`src/rtl/kq_pkg.sv`:
```
package kq_pkg;
    localparam int KQ_DEPTH_LOG2 = 4;
    localparam int KQ_CODE_W     = 7;

    typedef enum logic [1:0] {
        SRC_NONE = 2'd0,
        SRC_POP  = 2'd1,
        SRC_PEEK = 2'd2
    } rd_src_e;
endpackage

```
`src/rtl/kq_store.sv`:
```
module kq_store #(
    parameter int IDX_W  = 4,
    parameter int DATA_W = 8
) (
    input  logic              clk,
    input  logic              wr_en_i,
    input  logic [IDX_W-1:0]  wr_idx_i,
    input  logic [DATA_W-1:0] wr_data_i,
    input  logic [IDX_W-1:0]  ra_idx_i,
    input  logic [IDX_W-1:0]  rb_idx_i,
    output logic [DATA_W-1:0] ra_data_o,
    output logic [DATA_W-1:0] rb_data_o
);
    localparam int DEPTH = 1 << IDX_W;

    logic [DATA_W-1:0] ent [DEPTH];

    for (genvar i = 0; i < DEPTH; i++) begin : g_ent
        logic [DATA_W-1:0] ent_q;
        always_ff @(posedge clk) begin
            if (wr_en_i && wr_idx_i == IDX_W'(i)) begin
                ent_q <= wr_data_i;
            end
        end
        assign ent[i] = ent_q;
    end

    assign ra_data_o = ent[ra_idx_i];
    assign rb_data_o = ent[rb_idx_i];
endmodule

```
`src/rtl/kq_ctrl.sv`:
```
module kq_ctrl
    import kq_pkg::*;
#(
    parameter int IDX_W = 4
) (
    input  logic             clk,
    input  logic             rst_n,
    input  logic             flush_i,
    input  logic             push_i,
    input  logic             lock_i,
    input  logic             pop_i,
    input  logic             peek_i,
    input  logic [IDX_W-1:0] peek_off_i,
    output logic             wr_en_o,
    output logic [IDX_W-1:0] wr_idx_o,
    output logic [IDX_W-1:0] pop_idx_o,
    output logic [IDX_W-1:0] peek_idx_o,
    output rd_src_e          rd_src_o,
    output logic [IDX_W:0]   cnt_o,
    output logic             kpd_set_o,
    output logic             ovf_set_o
);
    localparam int          DEPTH    = 1 << IDX_W;
    localparam logic [IDX_W:0] FULL_CNT = (IDX_W+1)'(DEPTH);

    typedef struct packed {
        logic [IDX_W-1:0] head;
        logic [IDX_W:0]   cnt;
        logic             kpd;
        logic             ovf;
    } ctrl_t;

    ctrl_t st_q, st_d;
    logic  pop_go, push_try, push_go;

    always_comb begin
        st_d     = st_q;
        st_d.kpd = 1'b0;
        st_d.ovf = 1'b0;
        pop_go   = pop_i && !flush_i && (st_q.cnt > (IDX_W+1)'(1));
        push_try = push_i && !flush_i && !lock_i;
        push_go  = push_try && (st_q.cnt != FULL_CNT);
        rd_src_o = SRC_NONE;
        if (pop_go) begin
            rd_src_o = SRC_POP;
        end else if (peek_i && !pop_i && !flush_i && ({1'b0, peek_off_i} < st_q.cnt)) begin
            rd_src_o = SRC_PEEK;
        end
        if (flush_i) begin
            st_d.head = '0;
            st_d.cnt  = '0;
        end else begin
            if (pop_go) begin
                st_d.head = st_q.head + IDX_W'(1);
            end
            st_d.cnt = st_q.cnt + (IDX_W+1)'(push_go) - (IDX_W+1)'(pop_go);
            st_d.kpd = push_go;
            st_d.ovf = push_try && !push_go;
        end
    end

    always_ff @(posedge clk or negedge rst_n) begin
        if (!rst_n) begin
            st_q <= '0;
        end else begin
            st_q <= st_d;
        end
    end

    assign wr_en_o    = push_go;
    assign wr_idx_o   = st_q.head + st_q.cnt[IDX_W-1:0];
    assign pop_idx_o  = st_q.head + IDX_W'(1);
    assign peek_idx_o = st_q.head + peek_off_i;
    assign cnt_o      = st_q.cnt;
    assign kpd_set_o  = st_q.kpd;
    assign ovf_set_o  = st_q.ovf;

    AST_CNT_BOUND: assert property (@(posedge clk) disable iff (!rst_n)
        st_q.cnt <= FULL_CNT);
    AST_OVF_ON_FULL: assert property (@(posedge clk) disable iff (!rst_n)
        st_q.ovf |-> $past(st_q.cnt) == FULL_CNT);
    AST_STROBE_EXCL: assert property (@(posedge clk) disable iff (!rst_n)
        $onehot0({st_q.kpd, st_q.ovf}));
    AST_LOCK_QUIET: assert property (@(posedge clk) disable iff (!rst_n)
        (lock_i && push_i && !pop_i && !flush_i) |=> (!st_q.kpd && !st_q.ovf && $stable(st_q.cnt)));
    AST_SHORT_POP: assert property (@(posedge clk) disable iff (!rst_n)
        (pop_i && !push_i && !flush_i && st_q.cnt <= (IDX_W+1)'(1)) |=> ($stable(st_q.cnt) && $stable(st_q.head)));
    AST_FLUSH_EMPTY: assert property (@(posedge clk) disable iff (!rst_n)
        flush_i |=> (st_q.cnt == '0 && !st_q.kpd));
endmodule

```
`src/rtl/key_event_queue.sv`:
```
module key_event_queue
    import kq_pkg::*;
#(
    parameter int IDX_W  = KQ_DEPTH_LOG2,
    parameter int CODE_W = KQ_CODE_W
) (
    input  logic              clk,
    input  logic              rst_n,
    input  logic              flush_i,
    input  logic              push_i,
    input  logic [CODE_W-1:0] push_code_i,
    input  logic              push_state_i,
    input  logic              lock_i,
    input  logic              pop_i,
    input  logic              peek_i,
    input  logic [IDX_W-1:0]  peek_off_i,
    output logic [CODE_W:0]   rd_data_o,
    output logic [IDX_W:0]    count_o,
    output logic              kpd_set_o,
    output logic              ovf_set_o
);
    localparam int DATA_W = CODE_W + 1;

    logic              wr_en;
    logic [IDX_W-1:0]  wr_idx, pop_idx, peek_idx;
    logic [DATA_W-1:0] pop_data, peek_data;
    rd_src_e           rd_src;
    logic [DATA_W-1:0] rd_d, rd_q;

    kq_ctrl #(.IDX_W(IDX_W)) u_ctrl (
        .clk        (clk),
        .rst_n      (rst_n),
        .flush_i    (flush_i),
        .push_i     (push_i),
        .lock_i     (lock_i),
        .pop_i      (pop_i),
        .peek_i     (peek_i),
        .peek_off_i (peek_off_i),
        .wr_en_o    (wr_en),
        .wr_idx_o   (wr_idx),
        .pop_idx_o  (pop_idx),
        .peek_idx_o (peek_idx),
        .rd_src_o   (rd_src),
        .cnt_o      (count_o),
        .kpd_set_o  (kpd_set_o),
        .ovf_set_o  (ovf_set_o)
    );

    kq_store #(.IDX_W(IDX_W), .DATA_W(DATA_W)) u_store (
        .clk       (clk),
        .wr_en_i   (wr_en),
        .wr_idx_i  (wr_idx),
        .wr_data_i ({push_state_i, push_code_i}),
        .ra_idx_i  (pop_idx),
        .rb_idx_i  (peek_idx),
        .ra_data_o (pop_data),
        .rb_data_o (peek_data)
    );

    always_comb begin
        case (rd_src)
            SRC_POP:  rd_d = pop_data;
            SRC_PEEK: rd_d = peek_data;
            default:  rd_d = '0;
        endcase
    end

    always_ff @(posedge clk or negedge rst_n) begin
        if (!rst_n) begin
            rd_q <= '0;
        end else begin
            rd_q <= rd_d;
        end
    end

    assign rd_data_o = rd_q;

    AST_PEEK_RANGE: assert property (@(posedge clk) disable iff (!rst_n)
        (peek_i && !pop_i && !flush_i && {1'b0, peek_off_i} >= count_o) |=> (rd_data_o == '0));
    AST_SHORT_POP_ZERO: assert property (@(posedge clk) disable iff (!rst_n)
        (pop_i && !flush_i && count_o <= (IDX_W+1)'(1)) |=> (rd_data_o == '0));
    AST_IDLE_ZERO: assert property (@(posedge clk) disable iff (!rst_n)
        (!pop_i && !peek_i) |=> (rd_data_o == '0));
endmodule

```
`config.mk`:
```
export PLATFORM = sky130hd
export DESIGN_NAME = key_event_queue
export DESIGN_NICKNAME = d
export VERILOG_FILES = /design/src/rtl/kq_pkg.sv /design/src/rtl/kq_store.sv /design/src/rtl/kq_ctrl.sv /design/src/rtl/key_event_queue.sv
export SDC_FILE = /design/constraint.sdc
export NUM_CORES = 1
export LEC_CHECK = 0
export ABC_AREA = 0
export CAP_MARGIN = 10
export CELL_PAD_IN_SITES_DETAIL_PLACEMENT = 0
export CELL_PAD_IN_SITES_GLOBAL_PLACEMENT = 1
export CORE_MARGIN = 4
export CORE_UTILIZATION = 52
export CTS_CLUSTER_SIZE = 14
export DETAILED_ROUTE_END_ITERATION = 16
export PLACE_DENSITY_LB_ADDON = 0.3
export REMOVE_ABC_BUFFERS = 1
export SETUP_SLACK_MARGIN = 0.5
export SYNTH_ARGS = -nofsm -noshare
export SYNTH_HDL_FRONTEND = slang
export SYNTH_HIERARCHICAL = 1
export SYNTH_SLANG_ARGS = --single-unit
```
`constraint.sdc`:
```
create_clock -name clk -period 3.8 [get_ports clk]
set_clock_uncertainty 0.1 [all_clocks]
set_input_delay 0.76 -clock clk [delete_from_list [all_inputs] [get_ports clk]]
set_output_delay 0.76 -clock clk [all_outputs]
set_load 0.02 [all_outputs]
```
Yosys cells after proc, flatten, opt, wreduce, memory -nomap -nowiden:

Cells that the tools add are included.

* logic and storage cells: 93
* register bits: 147
* output and inout bits: 15
* input port bits: 19

* equality and inequality tests: 18
* order comparisons: 4
* bitwise gates (word level): 2
* add/sub/neg operators: 5
* muxes and demuxes: 12
* reductions and logical operators: 31

Operators by type and width (count)
* $bmux 8 s4: 2
* $eq 4x4->1 const B: 8
* $mux 8: 4
* $logic_and 1x1->1: 25
* $eq 4x3->1 const B: 4
* $pmux 8 s2: 1
* $ge 5x5->1 const B: 2
* $not 4->5: 2
* $mux 9: 1
* $add 4x4->4: 2
* $eq 4x2->1 const B: 2
* $mux 2: 3
* $add 5x1->5: 1
* $gt 5x1->1 const B: 1
* $lt 4x5->1: 1
* $ne 5x5->1 const B: 1
* $sub 5x1->5: 1
* $add 4x1->4 const B: 1
* $eq 4x1->1 const B: 1
* $logic_not 1->1: 4
* $logic_not 4->1: 1
* $mux 4: 1
* $eq 2x1->1 const B: 1
* $eq 2x2->1 const B: 1
* $reduce_bool 2->1: 1

Depth between registers and ports, before layout:

Gate-level depths: netlist of the first run.

* depth after elaboration: 8
* gate-level depth with buffers: 13
* depth with buffers taken out: 13

Hierarchy:

Netlist of the first run, hierarchy kept.

Modules (own cells, without submodules)
* kq_store: instances 1, cells each 291, seq. area each 3843.7 µm², area each 6024.5 µm²
* kq_ctrl: instances 1, cells each 111, seq. area each 275.3 µm², area each 1066.0 µm²
* key_event_queue: instances 1, cells each 31, seq. area each 200.2 µm², area each 385.4 µm²

Worst setup path after synthesis of the first run:

OpenSTA, ideal clock, no wires.

* kind: input -> register
* from: input port flush_i
* to: register u_store.g_ent[0].ent_q[0] (enable)
* setup time: 0.383 ns
* slack: 0.656 ns
* data required time: 3.317 ns
* cell stages on the path: 4
* arrival time: 2.660 ns
* path buffers: 1
* cell sequence: clkbuf_1 > nor4b_1 > or3b_2 > nor3_1

* cells in the longest elaborated chain, start to end: 5

Ends and longest elaborated chain
* start: declaration: line key_event_queue.sv:9 `input logic flush_i,`
* $logic_not 1->1: line kq_ctrl.sv:41 `push_try = push_i && !flush_i && !lock_i;`
* $logic_and 1x1->1 (2 in series): line kq_ctrl.sv:41
* $logic_and 1x1->1: line kq_ctrl.sv:42 `push_go = push_try && (st_q.cnt != FULL_CNT);`
* via wr_en: line key_event_queue.sv:24 `logic wr_en;`
* $logic_and 1x1->1: line kq_store.sv:21 `if (wr_en_i && wr_idx_i == IDX_W'(i)) begin`
* end signal: assignment: line kq_store.sv:22 `ent_q <= wr_data_i;`
* end: declaration: line kq_store.sv:19 `logic [DATA_W-1:0] ent_q;`

The timed path passes the listed nets, and every way through them passes these cells.
A chain may end at the register's enable or synchronous reset.

Final worst setup path of the first run:

* from: input port peek_off_i[0]
* to: register rd_q[0], in the netlist rd_data_o[0]

* cells in the longest elaborated chain, start to end: 6
* elaborated cells between the ends (all ways): 12
* classes of those cells: add/sub (1); order compare (1); eq/ne (2); mux (6); bitwise (1); reduce/logical (1)

Ends and longest elaborated chain
* start: declaration: line key_event_queue.sv:16 `input logic [IDX_W-1:0] peek_off_i,`
* $add 4x4->4: line kq_ctrl.sv:73 `assign peek_idx_o = st_q.head + peek_off_i;`
* via peek_idx[1]: line key_event_queue.sv:25 `logic [IDX_W-1:0] wr_idx, pop_idx, peek_idx;`
* $not 4->5 (implied by the code): line kq_store.sv:29 `assign rb_data_o = ent[rb_idx_i];`
* $bmux 8 s4: line kq_store.sv:29
* $mux 8 (implied by the code) (2 in series): line kq_store.sv:29
* via peek_data[0]: line key_event_queue.sv:26 `logic [DATA_W-1:0] pop_data, peek_data;`
* $pmux 8 s2: line key_event_queue.sv:61 `case (rd_src)`
* via rd_d[0]: line key_event_queue.sv:28 `logic [DATA_W-1:0] rd_d, rd_q;`
* end signal: assignment: line key_event_queue.sv:72 `rd_q <= rd_d;`
* end: declaration: line key_event_queue.sv:28

The timed path passes the listed nets, and every way through them passes these cells. The select of a mux whose other input is x is not followed.

==> out/metrics.cfg, run 1 <==
[drt]
drt_first_pass_iters = 5
drc = 0
drt-vias-per-instance = 6.50
antenna_violating_nets_post_route = 0
wl_mm = 17.6
drtIter0Drc = 393
vias = 4404
wl_per_cell_um = 26.0

[timing]
rsz_0062_raised_after_global_routing = no
slew_limit_fails = 0
final_setup_viols = 0
tightest_slew_ns = 1.05
final_period_minus_worst_setup_slack_ns = 3.00
final.period_utilization = 0.790
fin_tns_setup_ns = 0
achievable-frequency_mhz = 333
max-slew-margin-rel = 0.296
final_hold_viol_count = 0
fin_worst_hold_slack_ns = 0.594

[finish]
antenna_cells = 0
n_fill_cell = 1022
final_nets = 529
post_route_cells_drive_above_1_share = 0.221
fin_util = 0.618
syn_to_final_growth_pct = 15.6
fin_area_mm2 = 0.00864
layout.cells.non_filler = 678

[critical_path]
crit_path_frequent_cell = sky130_fd_sc_hd__inv_1
critical_path_arrival_ns = 3.19
reg2reg_to = u_ctrl/cnt_o[4]$_DFF_PN0_
critPathCaptureType = flip-flop
cp_class = input pin to flip-flop
cpPeakStageDelay_ns = 0.49
critical_path.startpoint_type = input pin
worstPathRequired_ns = 3.99
timing.rr.start = u_ctrl/cnt_o[2]$_DFF_PN0_
crit_slowest_cell = sky130_fd_sc_hd__clkdlybuf4s50_1
path_max_fanout = 32
number_of_cell_instances_on_the_worst_register_to_register_path = 13
setup.reg_to_reg.worst_slack_ns = 0.81
crit_path_cell_trace = clkdlybuf4s50_1 -> ha_2 -> inv_1 -> fa_1 -> inv_1 -> buf_12 -> mux4_4 -> a22oi_1 -> nand2_1 -> a22oi_2 -> nor2_1

[logic_synthesis]
yosys.cell_count.top_type = sky130_fd_sc_hd__edfxtp_1
yosysTopAreaCell = sky130_fd_sc_hd__edfxtp_1
synth-seq-cells = 147
number_of_warning_messages_in_the_yosys_log = 6
post_synth_inst_count = 433
synth-async-reset-ratio = 0.129
edff_count_synth = 128
yosys-top-cells-count = sky130_fd_sc_hd__edfxtp_1 (128), sky130_fd_sc_hd__mux4_2 (34), sky130_fd_sc_hd__a22oi_1 (32), sky130_fd_sc_hd__mux4_1 (28), sky130_fd_sc_hd__nor2_1 (28)
synth-seq-area-share = 0.578
yosys-top-cells-area = sky130_fd_sc_hd__edfxtp_1 (51%), sky130_fd_sc_hd__mux4_2 (10%), sky130_fd_sc_hd__mux4_1 (9.8%)
post_synthesis_cell_area_mm2 = 0.00748
synth.lib_cells_used.distinct = 44
syn_area_per_cell_um2 = 17.3
dominantRegCellSynth = sky130_fd_sc_hd__edfxtp_1
yosys.area.top_type_share = 0.514

[outcome]
result_of_the_run = completed

[clock_network]
clock-sinks = 147
ctsLongestPathBuffers = 2
worst_skew_pair.late_latency_ns = 0.42
tritoncts = built
cts.clk_slew.worst_paths_ns = 0.06
clock_tree.root_cell = sky130_fd_sc_hd__clkbuf_16
cts.htree.levels = 4
numCtsBuffers = 17

[grt]
grt.total_usage = 0.227
overflow = 0
grt_first_pass_wirelength_mm = 26.8
antenna_found_initial = 0
first_global_vias = 4547
grt_max_degree = 33

[power]
power.ir.vdd_worst_v = 0.000349
switching_share = 0.311
p_int_mw = 3.75
clock_power_frac = 0.305
combinationalPowerShare = 0.350
leakage_nw = 3.08
p_sw_mw = 1.70
sequentialPowerShare = 0.345
powerDensity_mw_per_mm2 = 631

[place]
finalWeightedCongestion = 0.823
dp_hpwl_mm = 11.5
placement.io_buffers = 33
dpl.cell_count = 645
placed_area_mm2 = 0.00803

[floorplan]
ios = 34
initial_utilization = 0.534
coreArea_mm2 = 0.0140
fp-row-count = 43
dieHeight_um = 128
die_area_mm2 = 0.0164
dieWidth_um = 128

[hold_path]
min_path_type = flip-flop to flip-flop
min_to = u_ctrl/st_q[7]$_DFFE_PN0P_
timing.hold.worst.start = u_ctrl/st_q[7]$_DFFE_PN0P_
hold-path-cell-count = 2

[run]
maxCapViolations = 0

through the flow:
stage | setup WS, ns | power (mW)
after floorplan | 0.426 | 3.21
after global placement | 0.382 | 3.76
after detailed placement | 0.356 | 3.80
after CTS | 0.652 | 5.46
after global routing | 0.584 | 5.71
final | 0.798 | 5.45
kinds of logic (layout without fill, tap and decap cells):
group                    after synthesis  in the layout  synth area share
AO/OA/AOI/OAI                         59             59            0.0618
XOR/XNOR                              10             10            0.0117
adder cells (fa/ha/maj)               24             24            0.0432
buffers and inverters                 47            112            0.0410
flip-flops                           147            147             0.578
multiplexers                          65             65             0.209
AND/OR/NAND/NOR                       81             81            0.0556
power groups by stage:
stage	combinational (mW)	clock (mW)	sequential [mW]
final	1.91	1.66	1.88
after detailed placement	1.89	0	1.91
after global placement	1.85	0	1.91
after global routing	2.05	1.77	1.89
after floorplan	1.29	0	1.92
after CTS	1.90	1.68	1.88
layout make-up:
type	count	area [um^2]	area share
Clock inverter	13	158	0.0182
Clock buffer	18	429	0.0497
Timing Repair Buffer	64	588	0.0681
Inverter	17	67.6	0.00782
Sequential cell	147	4320	0.500
Multi-Input combinational cell	239	2850	0.330
Tap cell	180	225	0.0261
metal layers:
metal	track usage	vias to the layer above	part of all wire
li1	-	1877	-
met1	0.307	2287	0.40
met2	0.374	212	0.51
met3	0.0442	28	0.075
met4	0.0774	0	0.020
met5	0	-	0
critical path: cells and delay by family:
kind,cells,cell delay (ns)
buf+inv,4,0.88
fa+ha+maj,2,0.60
mux,1,0.45
simple gates,2,0.14
compound gates,2,0.35
registers in the layout, indices dropped and copies added, names as in the netlist:
register and cells:
u_ctrl/ovf_set_o 1, u_store/g_ent.ent_q 128, u_ctrl/kpd_set_o 1, rd_data_o 8, u_ctrl/cnt_o 5, u_ctrl/st_q 4
timing repair:
action | CTS | global route
resized for setup | 0 | 1
setup buffers | 0 | 2
hold buffers | 0 | 0
setup endpoints to repair | 0 | 1
how the worst max path moves through the flow:
| stage | startpoint | endpoint | slack, ns | cells after the start |
|---|---|---|---|---|
| 3_5_place_dp | peek_off_i[0] | rd_data_o[4]$_DFF_PN0_ | 0.36 | 11 |
| 6_report | peek_off_i[0] | rd_data_o[0]$_DFF_PN0_ | 0.80 | 11 |
| 4_1_cts | u_ctrl/cnt_o[1]$_DFF_PN0_ | u_ctrl/cnt_o[4]$_DFF_PN0_ | 0.65 | 13 |
| 2_1_floorplan | peek_off_i[0] | rd_data_o[0]$_DFF_PN0_ | 0.43 | 6 |
| 5_1_grt | u_ctrl/cnt_o[2]$_DFF_PN0_ | u_ctrl/cnt_o[4]$_DFF_PN0_ | 0.58 | 13 |
| 3_3_place_gp | peek_off_i[0] | rd_data_o[0]$_DFF_PN0_ | 0.38 | 11 |
placed cells by master (no fill, tap or decap), types with 3 or more instances in the layout:
cell type and instances:
sky130_fd_sc_hd__a21oi_1 8, sky130_fd_sc_hd__a22oi_1 32, sky130_fd_sc_hd__a22oi_2 8, sky130_fd_sc_hd__buf_4 29
sky130_fd_sc_hd__bufinv_16 3, sky130_fd_sc_hd__clkbuf_16 17, sky130_fd_sc_hd__clkdlybuf4s50_1 33, sky130_fd_sc_hd__clkinv_1 3
sky130_fd_sc_hd__clkinvlp_4 3, sky130_fd_sc_hd__dfrtp_1 19, sky130_fd_sc_hd__edfxtp_1 128, sky130_fd_sc_hd__fa_1 3
sky130_fd_sc_hd__ha_1 20, sky130_fd_sc_hd__inv_1 15, sky130_fd_sc_hd__inv_6 3, sky130_fd_sc_hd__mux4_1 28
sky130_fd_sc_hd__mux4_2 34, sky130_fd_sc_hd__nand2_1 18, sky130_fd_sc_hd__nand2b_1 3, sky130_fd_sc_hd__nand3_1 3
sky130_fd_sc_hd__nor2_1 28, sky130_fd_sc_hd__nor2b_1 5, sky130_fd_sc_hd__nor3_1 6, sky130_fd_sc_hd__o21ai_0 5
sky130_fd_sc_hd__or3_1 3, sky130_fd_sc_hd__xnor2_1 5, sky130_fd_sc_hd__xor2_1 5
(Power assumes the default switching activity.)
==> inputs of run 2 (changes only) <==
- clock period: 3.8 -> 2.8 ns (I/O delays scaled with it)
==> run 2 against run 1 <==
Net effect: register-to-register slack lost 0.65 ns; final area grew 10%; cell count grew 7.4%; clock power grew 29%; sequential cell count is the same; via count grew 5.1%.
==> out/metrics.cfg, run 2 (synthesized netlist as in run 1, its figures left out) <==
[critical_path]
path_max_fanout = 4  ; -88%
critPathCaptureType = flip-flop
worstPathRequired_ns = 3.05  ; -0.94 ns
path_buf_inv = 2  ; -2
cpPeakStageDelay_ns = 0.39  ; -0.10 ns
critical_path_arrival_ns = 2.89  ; -0.30 ns
cp_class = flip-flop to flip-flop
crit_slowest_cell = sky130_fd_sc_hd__dfrtp_1
number_of_cell_instances_on_the_worst_register_to_register_path = 13  ; unchanged
critical_path.startpoint_type = flip-flop
crit_family = adder cells
crit_path_cell_trace = inv_2 -> ha_4 -> nand4bb_1 -> nand2_2 -> nor3_2 -> ha_1 -> inv_2 -> ha_4 -> fa_2 -> nand2b_1 -> a21oi_2 -> or3_4 -> a21oi_2
worst-path-stages = 13  ; +2

[run]
maxCapViolations = 0  ; unchanged

[finish]
syn_to_final_growth_pct = 27.5
largest_register = u_store/g_ent.ent_q
antenna_cells = 0  ; unchanged
multiInputGateArea_mm2 = 0.00316  ; +11%
final_nets = 578  ; +9.3%
layout.cells.most_common_list = sky130_fd_sc_hd__edfxtp_1 (128), sky130_fd_sc_hd__buf_4 (46), sky130_fd_sc_hd__mux4_2 (40)
n_fill_cell = 908  ; -11%
largest_reg_flops = 128  ; unchanged
post_route_cells_drive_above_1_share = 0.418  ; +0.197
commonest_non_fill_non_tap_cell_in_the_layout = sky130_fd_sc_hd__edfxtp_1
final-seq-area_mm2 = 0.00432  ; about the same

[timing]
tightest_slew_ns = 0.564  ; -0.489 ns
fin_tns_setup_ns = 0  ; unchanged
achievable-frequency_mhz = 378
final.period_utilization = 0.944
max-slew-margin-rel = 0.623  ; +0.327
slew_limit_fails = 0  ; unchanged
rsz_0062_raised_after_global_routing = yes
final_period_minus_worst_setup_slack_ns = 2.64
final_hold_viol_count = 0  ; unchanged
final_setup_viols = 0  ; unchanged

[floorplan]
dieWidth_um = 128  ; unchanged
initial_utilization = 0.534  ; unchanged
coreArea_mm2 = 0.0140  ; unchanged
ios = 34  ; unchanged
die_area_mm2 = 0.0164  ; unchanged
dieHeight_um = 128  ; unchanged
fp-row-count = 43  ; unchanged

[grt]
grt.total_usage = 0.242  ; +0.0148
overflow = 0  ; unchanged
first_global_vias = 4767  ; +4.8%
antenna_found_initial = 0  ; unchanged
grt_first_pass_wirelength_mm = 28.6  ; +6.7%
grt_max_degree = 20  ; -39%

[power]
clock_power_frac = 0.260  ; -0.045
p_sw_mw = 2.68  ; +58%
totalPowerFinal_mw = 8.21  ; +51%
p_int_mw = 5.53  ; +47%
power.ir.vdd_worst_v = 0.000471  ; +35%
sequentialPowerShare = 0.309  ; -0.036
leakage_nw = 3.41  ; +11%
combinationalPowerShare = 0.431  ; +0.081
powerDensity_mw_per_mm2 = 861  ; +37%
switching_share = 0.327  ; +0.0158

[clock_network]
cts.htree.levels = 4  ; unchanged
numCtsBuffers = 17  ; unchanged
clock_tree.root_cell = sky130_fd_sc_hd__clkbuf_16
worst_skew_pair.late_latency_ns = 0.42  ; about the same
cts-hold-fix-buffers = 0  ; unchanged
cts.clk_slew.worst_paths_ns = 0.06  ; about the same
clock-sinks = 147  ; unchanged
tritoncts = built
ctsLongestPathBuffers = 2  ; unchanged

[hold_path]
min_path_type = input pin to async pin

[drt]
drt_first_pass_iters = 5  ; unchanged
wl_per_cell_um = 26.0  ; about the same
wl_mm = 18.9  ; +7.4%
drt-vias-per-instance = 6.36  ; -2.2%
vias = 4627  ; +5.1%
drtIter0Drc = 374  ; -4.8%
antenna_violating_nets_post_route = 0  ; unchanged
drc = 0  ; unchanged

[place]
dp_hpwl_mm = 12.0  ; +4.4%
finalWeightedCongestion = 0.842  ; +2.3%
placement.io_buffers = 33  ; unchanged

[outcome]
result_of_the_run = completed

## run 2: cell count changes in the layout (fill, tap and decap cells not counted), sizes merged, moves of 2 or more
cell and change:
buf +49, bufinv -2, clkdlybuf4s50 -3, clkinv +3
clkinvlp -2, dlygate4sd2 +2, inv +2
## run 2: area by class of cell
class                   instances  share of cell area
flip-flops and latches        147               0.453
multi-input cells             239               0.331
repair buffers                113               0.126
clock buffers                  18              0.0450
well taps                     180              0.0236
clock inverters                14              0.0134
inverters                      17             0.00735
## run 2: timing repair
| item | CTS | global route |
|---|---|---|
| pin swaps | 33 | 24 |
| buffers inserted | 14 | 6 |
| endpoints found under the setup margin | 140 | 141 |
| resized for setup | 88 | 36 |
| cloned | 2 | 0 |
## run 2: worst paths after layout
check                                           startpoint                         end  slack (ns)
worst max-delay path             u_ctrl/cnt_o[2]$_DFF_PN0_   u_ctrl/cnt_o[4]$_DFF_PN0_        0.16
worst min-delay path                                 rst_n      rd_data_o[0]$_DFF_PN0_        0.41
worst max register to register   u_ctrl/cnt_o[2]$_DFF_PN0_   u_ctrl/cnt_o[4]$_DFF_PN0_        0.16
worst min register to register  u_ctrl/st_q[8]$_DFFE_PN0P_  u_ctrl/st_q[8]$_DFFE_PN0P_        0.60
max in group asynchronous                            rst_n  u_ctrl/st_q[8]$_DFFE_PN0P_        1.94
min in group clk                u_ctrl/st_q[8]$_DFFE_PN0P_  u_ctrl/st_q[8]$_DFFE_PN0P_        0.60
## run 2: per-layer routing
layer / share of wire / global-route usage / wire length (um) / vias up
li1: - / - / - / 1985
met4: 0.031 / 0.101 / 589 / 0
met3: 0.074 / 0.0600 / 1390 / 37
met1: 0.38 / 0.304 / 7250 / 2390
met5: 0 / 0 / 0 / -
met2: 0.51 / 0.403 / 9670 / 215
## run 2: power by group through the flow
stage | Clock, mW | Combinational (mW) | Sequential, mW
2_1_floorplan | 0 | 1.75 | 2.61
3_3_place_gp | 0 | 2.78 | 2.57
3_5_place_dp | 0 | 2.85 | 2.58
4_1_cts | 2.15 | 3.35 | 2.54
5_1_grt | 2.26 | 3.77 | 2.55
6_report | 2.14 | 3.54 | 2.54
## run 2: per-stage QoR
| stage | area (um^2) | util | setup WS [ns] | std cells | hold slack (ns) |
|---|---|---|---|---|---|
| 2_1_floorplan | 7230 | - | -0.374 | 403 | 0.164 |
| 3_3_place_gp | 8340 | 0.596 | -0.417 | 674 | 0.561 |
| 3_5_place_dp | 8340 | 0.596 | -0.443 | 674 | 0.569 |
| 4_1_cts | 9350 | 0.669 | 0.231 | 722 | 0.402 |
| 5_1_grt | 9530 | 0.681 | 0.0563 | 728 | 0.421 |
| 6_report | 9530 | 0.681 | 0.156 | 728 | 0.405 |
